**config.mk**
```make
export PLATFORM = sky130hd
export DESIGN_NAME = adc_rdout_ctrl
export DESIGN_NICKNAME = d
export VERILOG_FILES = /design/src/rtl/adc_rd_pkg.sv /design/src/rtl/adc_sclk_gen.sv /design/src/rtl/adc_frame_shift.sv /design/src/rtl/adc_rdout_ctrl.sv
export SDC_FILE = /design/constraint.sdc
export NUM_CORES = 1
export LEC_CHECK = 0
export BUFFER_PORTS_ARGS = -buffer_cell sky130_fd_sc_hd__buf_2
export CAP_MARGIN = 20
export CORE_UTILIZATION = 50
export DETAILED_ROUTE_END_ITERATION = 10
export HOLD_SLACK_MARGIN = 0.12
export PLACE_DENSITY_LB_ADDON = 0.25
export SYNTH_ARGS = -nofsm -noshare
export SYNTH_HDL_FRONTEND = slang
export SYNTH_HIERARCHICAL = 1
export SYNTH_SLANG_ARGS = --single-unit
export TNS_END_PERCENT = 10
```
**constraint.sdc**
```tcl
create_clock -name clk -period 3.99 [get_ports clk]
set_input_delay 0.399 -clock clk [delete_from_list [all_inputs] [get_ports clk]]
set_output_delay 0.399 -clock clk [all_outputs]
set_load 0.03 [all_outputs]
```
**src/rtl/adc_rd_pkg.sv**
```systemverilog
package adc_rd_pkg;

    localparam int FRAME_W = 16;
    localparam int DATA_W  = 12;
    localparam int LEAD_Z  = 3;
    localparam int BURST_W = FRAME_W / 2;
    localparam int CNT_W   = $clog2(FRAME_W + 1);

    typedef enum logic [2:0] {
        ST_IDLE  = 3'd0,
        ST_STRB  = 3'd1,
        ST_WAIT  = 3'd2,
        ST_SHIFT = 3'd3,
        ST_GAP   = 3'd4,
        ST_DONE  = 3'd5,
        ST_HOLD  = 3'd6
    } ctl_st_e;

endpackage

```
**src/rtl/adc_sclk_gen.sv**
```systemverilog
module adc_sclk_gen #(
    parameter int DIV_W = 4
) (
    input  logic             clk,
    input  logic             rst_n,
    input  logic             run_i,
    input  logic [DIV_W-1:0] half_i,
    output logic             sclk_o,
    output logic             rise_o,
    output logic             fall_o
);

    typedef struct packed {
        logic [DIV_W-1:0] cnt;
        logic             sclk;
    } sg_t;

    sg_t  sg_q, sg_d;
    logic wrap;

    always_comb begin
        sg_d = sg_q;
        wrap = run_i && (sg_q.cnt == (half_i - 1'b1));
        if (!run_i) begin
            sg_d.cnt  = '0;
            sg_d.sclk = 1'b0;
        end else if (wrap) begin
            sg_d.cnt  = '0;
            sg_d.sclk = ~sg_q.sclk;
        end else begin
            sg_d.cnt = sg_q.cnt + 1'b1;
        end
    end

    always_ff @(posedge clk or negedge rst_n) begin
        if (!rst_n) sg_q <= '0;
        else        sg_q <= sg_d;
    end

    assign sclk_o = sg_q.sclk;
    assign rise_o = wrap && !sg_q.sclk;
    assign fall_o = wrap &&  sg_q.sclk;


    sclk_rest_chk: assert property (@(posedge clk) disable iff (!rst_n)
        !run_i |=> !sclk_o);

endmodule

```
**src/rtl/adc_frame_shift.sv**
```systemverilog
module adc_frame_shift
    import adc_rd_pkg::*;
(
    input  logic              clk,
    input  logic              rst_n,
    input  logic              clr_i,
    input  logic              smp_i,
    input  logic              sdo_i,
    output logic [DATA_W-1:0] data_o,
    output logic              err_o,
    output logic [CNT_W-1:0]  cnt_o
);

    typedef struct packed {
        logic [FRAME_W-1:0] word;
        logic [CNT_W-1:0]   cnt;
    } fs_t;

    fs_t fs_q, fs_d;

    always_comb begin
        fs_d = fs_q;
        if (clr_i) begin
            fs_d.word = '0;
            fs_d.cnt  = '0;
        end else if (smp_i && (fs_q.cnt < CNT_W'(FRAME_W))) begin
            fs_d.word = {fs_q.word[FRAME_W-2:0], sdo_i};
            fs_d.cnt  = fs_q.cnt + 1'b1;
        end
    end

    always_ff @(posedge clk or negedge rst_n) begin
        if (!rst_n) fs_q <= '0;
        else        fs_q <= fs_d;
    end

    assign data_o = fs_q.word[FRAME_W-LEAD_Z-1 -: DATA_W];
    assign err_o  = (|fs_q.word[FRAME_W-1 -: LEAD_Z]) | fs_q.word[0];
    assign cnt_o  = fs_q.cnt;


    smp_bound_chk: assert property (@(posedge clk) disable iff (!rst_n)
        (smp_i && !clr_i) |-> (fs_q.cnt < CNT_W'(FRAME_W)));

endmodule

```
**src/rtl/adc_rdout_ctrl.sv**
```systemverilog
module adc_rdout_ctrl
    import adc_rd_pkg::*;
#(
    parameter int DIV_W   = 4,
    parameter int WAIT_W  = 6,
    parameter int GAP_CYC = 3
) (
    input  logic              clk,
    input  logic              rst_n,
    input  logic              start_i,
    input  logic              cont_i,
    input  logic              ack_i,
    input  logic              pdn_i,
    input  logic              split_i,
    input  logic              phase_i,
    input  logic [DIV_W-1:0]  div_i,
    input  logic [WAIT_W-1:0] wait_i,
    input  logic              sdo_i,
    output logic              cnvst_n_o,
    output logic              sclk_o,
    output logic [DATA_W-1:0] result_o,
    output logic              valid_o,
    output logic              frm_err_o,
    output logic              busy_o
);

    localparam int GAP_W  = $clog2(GAP_CYC + 1);
    localparam int STRB_W = DIV_W + 1;
    localparam int TMR_A  = (STRB_W > WAIT_W) ? STRB_W : WAIT_W;
    localparam int TMR_W  = (TMR_A > GAP_W) ? TMR_A : GAP_W;

    typedef struct packed {
        logic [DIV_W-1:0]  half;
        logic [WAIT_W-1:0] wt;
        logic              split;
        logic              phase;
    } cfg_t;

    typedef struct packed {
        ctl_st_e          st;
        logic [TMR_W-1:0] tmr;
        logic [CNT_W-1:0] falls;
        cfg_t             cfg;
    } ctl_t;

    ctl_t             ctl_q, ctl_d;
    cfg_t             cfg_in;
    logic             relaunch;
    logic             sg_run, sg_rise, sg_fall, smp;
    logic [CNT_W-1:0] nsmp;
    logic [TMR_W-1:0] strb_last, wait_last, gap_last;

    always_comb begin
        cfg_in.half  = (div_i == '0) ? DIV_W'(1) : div_i;
        cfg_in.wt    = wait_i;
        cfg_in.split = split_i;
        cfg_in.phase = phase_i;
    end

    assign strb_last = TMR_W'({ctl_q.cfg.half, 1'b0}) - TMR_W'(1);
    assign wait_last = TMR_W'(ctl_q.cfg.wt) - TMR_W'(1);
    assign gap_last  = TMR_W'(GAP_CYC - 1);

    always_comb begin
        ctl_d    = ctl_q;
        relaunch = 1'b0;
        case (ctl_q.st)
            ST_IDLE: begin
                if (start_i && !pdn_i) relaunch = 1'b1;
            end
            ST_STRB: begin
                ctl_d.tmr = ctl_q.tmr + 1'b1;
                if (ctl_q.tmr == strb_last) begin
                    ctl_d.tmr = '0;
                    ctl_d.st  = (ctl_q.cfg.wt == '0) ? ST_SHIFT : ST_WAIT;
                end
            end
            ST_WAIT: begin
                ctl_d.tmr = ctl_q.tmr + 1'b1;
                if (ctl_q.tmr == wait_last) begin
                    ctl_d.tmr = '0;
                    ctl_d.st  = ST_SHIFT;
                end
            end
            ST_SHIFT: begin
                if (sg_fall) begin
                    ctl_d.falls = ctl_q.falls + 1'b1;
                    if (ctl_q.falls == CNT_W'(FRAME_W - 1)) begin
                        ctl_d.st = ST_DONE;
                    end else if (ctl_q.cfg.split &&
                                 (ctl_q.falls == CNT_W'(BURST_W - 1))) begin
                        ctl_d.st  = ST_GAP;
                        ctl_d.tmr = '0;
                    end
                end
            end
            ST_GAP: begin
                ctl_d.tmr = ctl_q.tmr + 1'b1;
                if (ctl_q.tmr == gap_last) begin
                    ctl_d.tmr = '0;
                    ctl_d.st  = ST_SHIFT;
                end
            end
            ST_DONE: begin
                if (cont_i && !pdn_i) begin
                    if (ack_i) relaunch = 1'b1;
                    else       ctl_d.st = ST_HOLD;
                end else begin
                    ctl_d.st = ST_IDLE;
                end
            end
            ST_HOLD: begin
                if (!cont_i || pdn_i) ctl_d.st = ST_IDLE;
                else if (ack_i)       relaunch = 1'b1;
            end
            default: ctl_d.st = ST_IDLE;
        endcase
        if (relaunch) begin
            ctl_d.st    = ST_STRB;
            ctl_d.tmr   = '0;
            ctl_d.falls = '0;
            ctl_d.cfg   = cfg_in;
        end
    end

    always_ff @(posedge clk or negedge rst_n) begin
        if (!rst_n) ctl_q <= '0;
        else        ctl_q <= ctl_d;
    end

    assign sg_run = (ctl_q.st == ST_SHIFT);

    always_comb begin
        if (ctl_q.cfg.phase) begin
            smp = sg_run && ((sg_rise && (ctl_q.falls == '0)) ||
                             (sg_fall && (ctl_q.falls < CNT_W'(FRAME_W - 1))));
        end else begin
            smp = sg_run && sg_rise;
        end
    end

    adc_sclk_gen #(.DIV_W(DIV_W)) u_sclk (
        .clk    (clk),
        .rst_n  (rst_n),
        .run_i  (sg_run),
        .half_i (ctl_q.cfg.half),
        .sclk_o (sclk_o),
        .rise_o (sg_rise),
        .fall_o (sg_fall)
    );

    adc_frame_shift u_shift (
        .clk    (clk),
        .rst_n  (rst_n),
        .clr_i  (relaunch),
        .smp_i  (smp),
        .sdo_i  (sdo_i),
        .data_o (result_o),
        .err_o  (frm_err_o),
        .cnt_o  (nsmp)
    );

    assign cnvst_n_o = (ctl_q.st != ST_STRB);
    assign valid_o   = (ctl_q.st == ST_DONE);
    assign busy_o    = (ctl_q.st != ST_IDLE) && (ctl_q.st != ST_HOLD);


    valid_pulse_chk: assert property (@(posedge clk) disable iff (!rst_n)
        valid_o |=> !valid_o);


    valid_busy_chk: assert property (@(posedge clk) disable iff (!rst_n)
        valid_o |-> busy_o);


    busy_hold_chk: assert property (@(posedge clk) disable iff (!rst_n)
        (busy_o && !valid_o) |=> busy_o);


    pdn_quiet_chk: assert property (@(posedge clk) disable iff (!rst_n)
        (!busy_o && pdn_i) |=> cnvst_n_o);


    strb_quiet_chk: assert property (@(posedge clk) disable iff (!rst_n)
        !cnvst_n_o |-> !sclk_o);


    full_frame_chk: assert property (@(posedge clk) disable iff (!rst_n)
        valid_o |-> (nsmp == CNT_W'(FRAME_W)));


    hold_wait_chk: assert property (@(posedge clk) disable iff (!rst_n)
        (ctl_q.st == ST_HOLD && !ack_i) |=> cnvst_n_o);

endmodule

```
* After elaboration in Yosys (flattened, before gate mapping)
Cells that the tools add are included.
Word-level totals: flip-flop bits (word level) 52, latch bits 0, bits in writable memories 0, memory bits (read-only) 0, input port bits 19, memories 0
Cells by class: add/sub/neg operators 7, $mul 0, divide/modulo/power cells 0, $lt $le $gt $ge 2, eq/ne operators 25, shift operators 0, multiplexer cells 27, bitwise gates (word level) 2, reduce and logical (&&, ||, !) cells 30
Operators by type and width (number):
- two-way mux 21 bit | 2
- two-way mux 9 bit | 4
- two-way mux 26 bit | 1
- one-hot mux 6 bit (4 select lines) | 1
- one-hot mux 3 bit (7 select lines) | 1
- inequality test 3 bit (second input constant) | 6
- two-way mux 14 bit | 1
- equality test 6 bit | 2
- logical AND 1 bit | 12
- two-way mux 3 bit | 4
- adder 5 x 1 -> 5 bit (second input constant) | 2
- two-way mux 5 bit | 2
- equality test 3 bit (second input constant) | 3
- two-way mux 4 bit | 2
- AND reduction 8 bit | 1
- two-way mux 1 bit | 7
- adder 6 x 1 -> 6 bit (second input constant) | 1
- equality test 3 x 2 -> 1 bit (second input constant) | 2
- equality test 6 x 2 -> 1 bit (second input constant) | 1
- zero test 6 bit | 1
- two-way mux 6 bit | 1
- inequality test 3 x 2 -> 1 bit (second input constant) | 2
- nonzero test 2 bit | 3
- subtractor 5 x 1 -> 6 bit (second input constant) | 1
- other kinds (27) | 30

* Longest topological paths before layout
Gate-level depths: netlist of the first run.
word-level depth 11, depth in mapped cells 13, mapped depth without buffers 12

* Hierarchy
The synthesis of the first run kept the hierarchy.
By module, submodules not included:
- adc_rdout_ctrl | times used 1, cells an instance 243, area an instance 2003.2 µm²
- adc_frame_shift | times used 1, cells an instance 110, area an instance 1002.2 µm²
- adc_sclk_gen | times used 1, cells an instance 31, area an instance 317.8 µm²

* Least setup slack after synthesis of the first run
No wires, ideal clock.
kind reg2reg, start reg ctl_q[8] (netlist name), end reg ctl_q[22] (netlist name), data arrival time 2680 ps, path slack 1223 ps, stages on the path, launching flop included 14, period minus slack after synthesis 2767 ps, path through dfrtp_1 > inv_1 > ha_1 > xnor3_1 > nand3_2 > nor2_1 > and3_1 > nand4_1 > or4_1 > a221o_1 > buf_6 > nor4_1 > o31ai_1 > o211ai_1
On the way: longest elaborated chain between the ends 6, elaborated cells on any way between the ends 11
Ends and longest elaborated chain:
- start, declared | RTL line adc_rdout_ctrl.sv:46 | ctl_t ctl_q, ctl_d;
- start signal, assigned | RTL line adc_rdout_ctrl.sv:128 | else ctl_q <= ctl_d;
- subtractor 4 x 1 -> 4 bit | RTL line adc_sclk_gen.sv:23 | wrap = run_i && (sg_q.cnt == (half_i - 1'b1));
- equality test 4 bit | RTL line adc_sclk_gen.sv:23
- logical AND 1 bit | RTL line adc_sclk_gen.sv:23
- logical AND 1 bit | RTL line adc_sclk_gen.sv:42 | assign fall_o = wrap && sg_q.sclk;
- via sg_fall | RTL line adc_rdout_ctrl.sv:49 | logic sg_run, sg_rise, sg_fall, smp;
- inequality test 3 x 2 -> 1 bit (no source line)
- AND reduction 4 bit (no source line)
The timed path passes the listed nets, and every way through them passes these cells. The select of a mux whose other input is x is not followed. A chain may end at the register's enable or synchronous reset.

* Final worst setup path of the first run
start reg ctl_q[24] (netlist name), end reg ctl_q[21] (netlist name)
On the way: longest elaborated chain between the ends 5, elaborated cells on any way between the ends 17
Ends and longest elaborated chain:
- equality test 3 x 2 -> 1 bit | RTL line adc_rdout_ctrl.sv:131 | assign sg_run = (ctl_q.st == ST_SHIFT);
- via sg_run | RTL line adc_rdout_ctrl.sv:49
- logical AND 1 bit | RTL line adc_sclk_gen.sv:23
- logical AND 1 bit | RTL line adc_sclk_gen.sv:42
- via sg_fall | RTL line adc_rdout_ctrl.sv:49
- inequality test 3 x 2 -> 1 bit (no source line)
- AND reduction 4 bit (no source line)
The timed path passes the listed nets, and every way through them passes these cells.

==> flow_summary.yaml, run 1 <==
drt:
  vias: 2604
  drt_iter0_markers: 144
  antenna_left: 0
  viasPerCell: 5.552
  wl_per_cell_um: 14.34
  routed_wl_mm: 6.724
  drc: 0
  firstDrtPassIters: 4
die:
  core_area_mm2: 0.006350
  die_area_mm2: 0.006900
  ioPinCount: 36
  die_h_um: 83.07
  initial_utilization: 0.5174
  fp-row-count: 29
  die_w_um: 83.07
sta:
  setup_viol: 0
  hold_viol: 0
  grt_setup_unrepaired: "false"
  fin_setup_tns_ns: 0
  fin_crit_sh: 0.7981
  clock_skew_ns: 0.01182
  tightest_slew_ns: 0.6922
  timing.fmax_mhz: 314.0
  slew_headroom: 0.5385
  period_needed_ns: 3.184
  report.final.slew_viol_count: 0
clock_network:
  post_cts_buffers: 0
  cts_repair_resize_count: 0
  numCtsBuffers: 5
  cts_buffer_depth: 2
  cts_sinks: 52
  cts-root-buf: "clkbuf_8"
  cts_max_level: 2
  cts_hold_buf: 0
  clkLatencyLatePin_ns: 0.31
  clk_pin_slew_ns: 0.10
  cts_tree: "yes"
synthesis:
  syn_inst: 379
  synth_area_mm2: 0.003286
  synth.net_count: 408
  avgSynthCellArea_um2: 8.669
  yosys_warnings: 6
critical_path:
  r2r_start: "ctl_q[24]"
  cp-start-kind: "register"
  r2r_end: "ctl_q[21]"
  crit_type: "reg2reg"
  required_ns: 4.25
  worst_setup_path_end_kind: "register"
  critPathArrivalTime_ns: 3.44
  crit_fanout: 15
  reg2reg_depth: 10
  reg2reg_slack_ns: 0.81
global_route:
  antenna_found_initial: 0
  grt_pass1_vias: 2554
  grt_first_pass_wirelength_mm: 11.79
  grt_use_total: 0.2078
  grt_overflow: 0
  grt_max_degree: 53
worst_hold_path:
  min_path_type: "in2async"
power:
  internal-power_w: 0.001185
  p_comb_frac: 0.489
  p_sw_w: 0.0009973
  power_frac_clock: 0.141
  swShare: 0.4571
  ir_drop_mv: 0.3172
  p_seq_frac: 0.369
  power.density_mw_per_mm2: 632.8
  p_leak_nw: 1.604
placed_design:
  port_buffers: 35
  dp.cells: 461
  place_hpwl_mm: 4.800
  gp_congestion: 0.8473
status:
  status: "finished, final reports clean"
layout:
  drive_above_1_share: 0.1480
  nNetsFinal: 420
  synthToLayoutAreaGrowth_pct: 4.951
  finalNonFillerCells: 469
  num_antenna_cells: 0
run:
  cap_viol_max_count: 0
-- cell type report --
type                    instances  area [µm²]
clock buffers                   5       68.82
well taps                      77       96.34
flip-flops and latches         52        1301
multi-input cells             277        1702
fillers                       607        2902
inverters                      18       67.56
repair buffers                 37       190.2
clock inverters                 3       22.52
-- worst max-delay path: stages, from the launching register on --
cell and delay, ns:
dfrtp_1 0.58, nor2b_2 0.37, nand2_1 0.14, inv_1 0.21, and3_1 0.26, nand4_1 0.12, or4_1 0.42, a221o_1 0.50
a21oi_1 0.26, and3_1 0.19, a21o_1 0.08
-- state kept, by name, indices dropped and copies added (netlist names) --
signal          cells
u_shift/fs_q        4
u_sclk/sg_q         4
u_shift/cnt_o       5
ctl_q              26
u_sclk/sclk_o       1
u_shift/data_o     12
-- cells in the final DEF, fill, tap and decap left out, types with 6 or more instances in the layout --
cell type	n
nand2_1	76
xor2_1	8
buf_2	35
nor3_1	8
inv_1	17
ha_1	10
nand2b_1	7
nand3_1	7
dfrtp_1	52
o21ai_1	6
a21oi_1	31
and3_1	6
nor2_1	23
o21ai_0	6
xnor2_1	14
-- power groups by stage --
stage,registers (W),clock network (W),logic (W)
6_report,0.000806,0.000308,0.00107
5_1_grt,0.000830,0.000342,0.00120
4_1_cts,0.000805,0.000321,0.00107
3_5_place_dp,0.000815,0,0.00107
3_3_place_gp,0.000809,0,0.00105
2_1_floorplan,0.000731,0,0.000951
-- per-layer routing --
layer / global-route usage / wire [µm]
met5: 0 / 0
met4: 0.05329 / 35
met3: 0.03678 / 198
met2: 0.3301 / 3074
met1: 0.2945 / 3416
-- worst max path at each step --
stage	startpoint	to
4_1_cts	ctl_q[24]	ctl_q[21]
5_1_grt	ctl_q[24]	ctl_q[22]
3_5_place_dp	ctl_q[24]	ctl_q[21]
3_3_place_gp	ctl_q[24]	ctl_q[21]
6_report	ctl_q[24]	ctl_q[21]
2_1_floorplan	ctl_q[8]	ctl_q[22]
-- through the flow --
stage	hold slack, ns	power, W	area [µm²]	utilization	setup slack [ns]
6_report	0.1934	0.002182	3448	0.5431	0.8056
5_1_grt	0.2519	0.002368	3448	0.5431	0.6012
4_1_cts	0.2108	0.002199	3448	0.5431	0.8546
3_5_place_dp	0.4735	0.001884	3357	0.5287	0.8760
3_3_place_gp	0.4760	0.001860	3357	0.5287	1.019
2_1_floorplan	0.1034	0.001682	3286	-	1.223
No activity file was read; power rests on OpenSTA's default activity.
==> run 2, diff against run 1 <==
- clock period: 3.99 -> 2.62 ns (I/O delays scaled with it)
==> run 2 against run 1 <==
Compared with the run above:
- global-route usage increased by 0.51 points
- setup slack got worse by 0.88 ns
- sequential cell count unchanged
- sequential share of layout area decreased by 2.6 points
- core utilization increased by 4.0 points
- non-clock buffer count increased by 22
- die area unchanged
- the run now ends with setup timing left
- power increased by 69%
- via count increased by 4.7%
==> flow_summary.yaml, run 2 (same netlist as run 1, synthesis figures left out) <==
sta:
  slew_headroom: 0.7251
  clock_skew_ns: 0.009753
  timing.fmax_mhz: 371.1
  fin_crit_sh: 1.028
  tightest_slew_ns: 0.4080
  report.final.slew_viol_count: 0
  period_needed_ns: 2.694
  hold_viol: 0
  timing.final.ws_setup_ns: -0.07438
  setup_viol: 6
  grt_setup_unrepaired: "true"
worst_hold_path:
  hold_path_startpoint: "wait_i[2]"
  min_path_type: "in2reg"
layout:
  regArea_mm2: 0.001301
  nNetsFinal: 442
  multiInputGateArea_mm2: 0.001774
  synthToLayoutAreaGrowth_pct: 12.64
  layout_common_cells: "nand2_1 (76), dfrtp_1 (52), buf_2 (35)"
  layout_commonest_cell: "nand2_1"
  utilization: 0.5829
  fillCellCount: 567
  drive_above_1_share: 0.2222
  largest_reg_flops: 26
  finalNonFillerCells: 491
  largest_register: "ctl_q"
  num_antenna_cells: 0
clock_network:
  cts-root-buf: "clkbuf_8"
  clkLatencyLatePin_ns: 0.31
  cts_buffer_depth: 2
  cts_max_level: 2
  numCtsBuffers: 5
  clk_pin_slew_ns: 0.10
  cts_sinks: 52
  cts_tree: "yes"
power:
  p_sw_w: 0.001649
  ir_drop_mv: 0.4833
  p_seq_frac: 0.304
  p_comb_frac: 0.567
  power.density_mw_per_mm2: 995.2
  power_frac_clock: 0.130
  p_total_w: 0.003683
  swShare: 0.4478
  internal-power_w: 0.002034
  p_leak_nw: 1.730
critical_path:
  crit_fanout: 8
  required_ns: 2.83
  reg2reg_depth: 11
  startpoint: "ctl_q[9]"
  worst_setup_path_end_kind: "register"
  r2r_start: "ctl_q[9]"
  reg2reg_slack_ns: -0.07
  critPathArrivalTime_ns: 2.91
  crit_end: "ctl_q[21]"
  crit_type: "reg2reg"
  r2r_end: "ctl_q[21]"
  cp-start-kind: "register"
global_route:
  grt_util_met1: 0.3095
  grt_first_pass_wirelength_mm: 12.11
  grt_max_degree: 53
  grt_use_total: 0.2129
  grt_pass1_vias: 2609
  use_met3: 0.03082
  grt_overflow: 0
  antenna_found_initial: 0
  top_usage_layer: "met2"
  grt_use_met2: 0.3279
status:
  violations: "setup timing"
  status: "complete, but fails checks"
die:
  die_w_um: 83.07
  core_area_mm2: 0.006350
  die_h_um: 83.07
  fp-row-count: 29
  initial_utilization: 0.5174
  ioPinCount: 36
  die_area_mm2: 0.006900
drt:
  viasPerCell: 5.552
  firstDrtPassIters: 4
  drt_iter0_markers: 207
  antenna_left: 0
  drc: 0
  vias: 2726
  wl_per_cell_um: 14.03
  routed_wl_mm: 6.888
placed_design:
  port_buffers: 35
  gp_congestion: 0.8397
  dp.cells: 481
  place_hpwl_mm: 5.014
  place_worst_setup_slack_ns: -0.1306
run:
  cap_viol_max_count: 0
run 2: changes by cell type in the layout (fill, tap and decap cells not counted), sizes merged:
cell / previous run / this run
buf: 37 / 58
dlygate4sd3: 0 / 1
run 2: repair_timing:
item / in CTS / in global routing
hold endpoints to repair: 52 / 0
pin swaps: 2 / 3
resized for setup: 2 / 11
buffers inserted: 0 / 2
hold buffers: 1 / 0
setup endpoints to repair: 6 / 27
run 2: routing by layer:
layer,vias up,routed length [µm]
met5,-,0
met4,0,93
met3,9,268
met2,78,3099
met1,1274,3426
li1,1365,-
run 2: power by group through the flow:
stage / clock [W] / combinational, W / sequential (W)
floorplan: 0 / 0.00146 / 0.00111
global placement: 0 / 0.00193 / 0.00112
detailed placement: 0 / 0.00197 / 0.00113
CTS: 0.000500 / 0.00198 / 0.00111
global route: 0.000532 / 0.00232 / 0.00115
finish: 0.000478 / 0.00209 / 0.00112
run 2: area by class of cell:
class | count | area share
multi-input combinational | 277 | 0.4794
sequential | 52 | 0.3516
timing repair buffer | 59 | 0.1001
tap | 77 | 0.02603
clock buffer | 5 | 0.01859
inverter | 18 | 0.01826
clock inverter | 3 | 0.006085
run 2: critical path, cell delays in order, from the launching register on:
cell and delay, ns:
dfrtp_1 0.38, inv_2 0.05, ha_4 0.26, xor2_2 0.14, nand3_2 0.10, nor2_2 0.09, and3_4 0.19, nand4_1 0.10
or4_4 0.44, a221o_2 0.47, a31o_1 0.22, a21o_1 0.17
run 2: per-stage QoR:
stage,hold WS (ns),cell area [µm²],TNS (ns)
2_1_floorplan,-0.03359,3296,-0.05729
3_3_place_gp,0.2804,3530,-0.03304
3_5_place_dp,0.2791,3530,-0.5153
4_1_cts,0.1206,3636,-0.4014
5_1_grt,0.1393,3701,-0.9471
6_report,0.1351,3701,-0.1931
run 2: worst min path at each step:
stage          endpoint  slack (ns)  cells after the start
6_report       ctl_q[4]        0.14                      3
5_1_grt        ctl_q[0]        0.14                      3
4_1_cts        ctl_q[4]        0.12                      3
3_5_place_dp   ctl_q[3]        0.28                      2
3_3_place_gp   ctl_q[3]        0.28                      2
2_1_floorplan  ctl_q[0]       -0.03                      0
==> run 3, diff against run 2 <==
- clock period: 2.62 -> 3.05 ns (I/O delays scaled with it)
==> run 3 against run 2 <==
Compared with the run above:
- the run ends with DRC left
- sequential share of layout area grew 0.90 points
- critical path type unchanged
- first-iteration DRC count down 14%
- critical endpoint is now ctl_q[22]
- largest power group unchanged
- via count down 0.44%
- routed wire length grew 2.2%
- maximum frequency down 5.7%
- die area did not move
==> flow_summary.yaml, run 3 (same netlist as run 1, synthesis figures left out) <==
global_route:
  grt_pass1_vias: 2576
  grt_use_total: 0.2113
  grt_first_pass_wirelength_mm: 11.96
  grt_overflow: 0
  antenna_found_initial: 0
  grt_max_degree: 35
critical_path:
  startpoint: "ctl_q[9]"
  cp-start-kind: "register"
  worst_setup_path_end_kind: "register"
  crit_fanout: 5
  critPathArrivalTime_ns: 3.08
  reg2reg_slack_ns: 0.19
  crit_type: "reg2reg"
  r2r_start: "ctl_q[9]"
  required_ns: 3.27
drt:
  drt_iter0_markers: 179
  wl_per_cell_um: 14.57
  vias: 2714
  top_layer_used: "met4"
  firstDrtPassIters: 7
  wirelength_met1_mm: 3.480
  routed_wl_mm: 7.038
  antenna_left: 0
  drc: 2
  dr_wl_met3_um: 299
  dr_wl_met2_mm: 3.204
  viasPerCell: 5.619
clock_network:
  cts_sinks: 52
  cts_buffer_depth: 2
  numCtsBuffers: 5
  clkLatencyLatePin_ns: 0.30
  clk_pin_slew_ns: 0.10
  cts-root-buf: "clkbuf_8"
  cts_tree: "yes"
  cts_max_level: 2
power:
  p_leak_nw: 1.692
  power.density_mw_per_mm2: 876.6
  ir_drop_mv: 0.6271
die:
  die_h_um: 83.07
  ioPinCount: 36
  initial_utilization: 0.5174
  die_w_um: 83.07
  die_area_mm2: 0.006900
  core_area_mm2: 0.006350
  fp-row-count: 29
sta:
  fin_crit_sh: 0.9368
  period_needed_ns: 2.857
  slew_headroom: 0.4677
  hold_viol: 0
  grt_setup_unrepaired: "false"
  timing.fmax_mhz: 350.0
  hold_slack_ns: 0.1892
  setup_viol: 0
  tightest_slew_ns: 0.7985
  report.final.slew_viol_count: 0
  clock_skew_ns: 0.006635
  fin_setup_tns_ns: 0
worst_hold_path:
  min_path_type: "in2reg"
  hold_path_startpoint: "phase_i"
layout:
  largest_reg_flops: 26
  layout_common_cells: "nand2_1 (76), dfrtp_1 (52), buf_2 (35)"
  drive_above_1_share: 0.1773
  num_antenna_cells: 0
  synthToLayoutAreaGrowth_pct: 9.825
  largest_register: "ctl_q"
  layout_commonest_cell: "nand2_1"
  nNetsFinal: 435
run:
  cap_viol_max_count: 0
status:
  violations: "DRC"
  status: "complete, but fails checks"
placed_design:
  place_hpwl_mm: 5.014
  port_buffers: 35
  gp_congestion: 0.8247
[run 3: cell count changes in the layout (fill, tap and decap cells not counted), sizes merged]
cell	before	now
bufinv	0	2
clkinv	2	0
a221o	2	3
inv	19	18
buf	58	50
[run 3: critical path, stage by stage, from the launching register on]
cell and delay (ns):
dfrtp_1 0.38, inv_1 0.05, ha_1 0.19, xnor3_1 0.29
nand3_2 0.09, nor2_1 0.09, and3_1 0.23, nand4_1 0.13
or4_1 0.46, a221o_2 0.43, nor4_1 0.23, o31ai_1 0.11
o211ai_1 0.10
[run 3: layout make-up]
class	count	area (µm²)
fill	577	2741
multi-input combinational	278	1717
sequential	52	1301
timing repair buffer	51	297.8
tap	77	96.34
clock buffer	5	68.82
inverter	18	67.56
clock inverter	2	60.06
[run 3: worst paths after layout]
check | endpoint | cells after the start
worst max-delay path | ctl_q[22] | 12
worst min-delay path | ctl_q[0] | 3
worst max register to register | ctl_q[22] | 12
worst min register to register | ctl_q[1] | 2
max in group asynchronous | ctl_q[8] | 3
min in group asynchronous | ctl_q[3] | 2
[run 3: power by group]
part | internal (W) | switching (W) | total [W]
Clock | 0.000323 | 0.000225 | 0.000548
Combinational | 0.000675 | 0.000959 | 0.00163
Sequential | 0.000818 | 0.000164 | 0.000982
Total | 0.00182 | 0.00135 | 0.00316
[run 3: timing repair]
action,4_1_cts,5_1_grt
hold buffers,1,0
endpoints found under the setup margin,0,4
gates resized for setup,0,2
setup buffers,0,3
endpoints found under the hold margin,32,0
[run 3: metal layers]
metal / up-vias / track usage
li1: 1348 / -
met1: 1301 / 0.3027
met2: 61 / 0.3294
met3: 4 / 0.03280
met4: 0 / 0.06740
met5: - / 0
[run 3: per-stage QoR]
step,utilization,cells,instance area (µm²),setup WS (ns),total power (W)
6_report,0.5683,483,3608,0.1926,0.003163
5_1_grt,0.5683,483,3608,0.001727,0.003410
4_1_cts,0.5624,479,3571,0.05807,0.003108
3_5_place_dp,0.5405,471,3432,0.09675,0.002546
3_3_place_gp,0.5405,471,3432,0.2134,0.002509
2_1_floorplan,-,379,3286,0.2835,0.002201
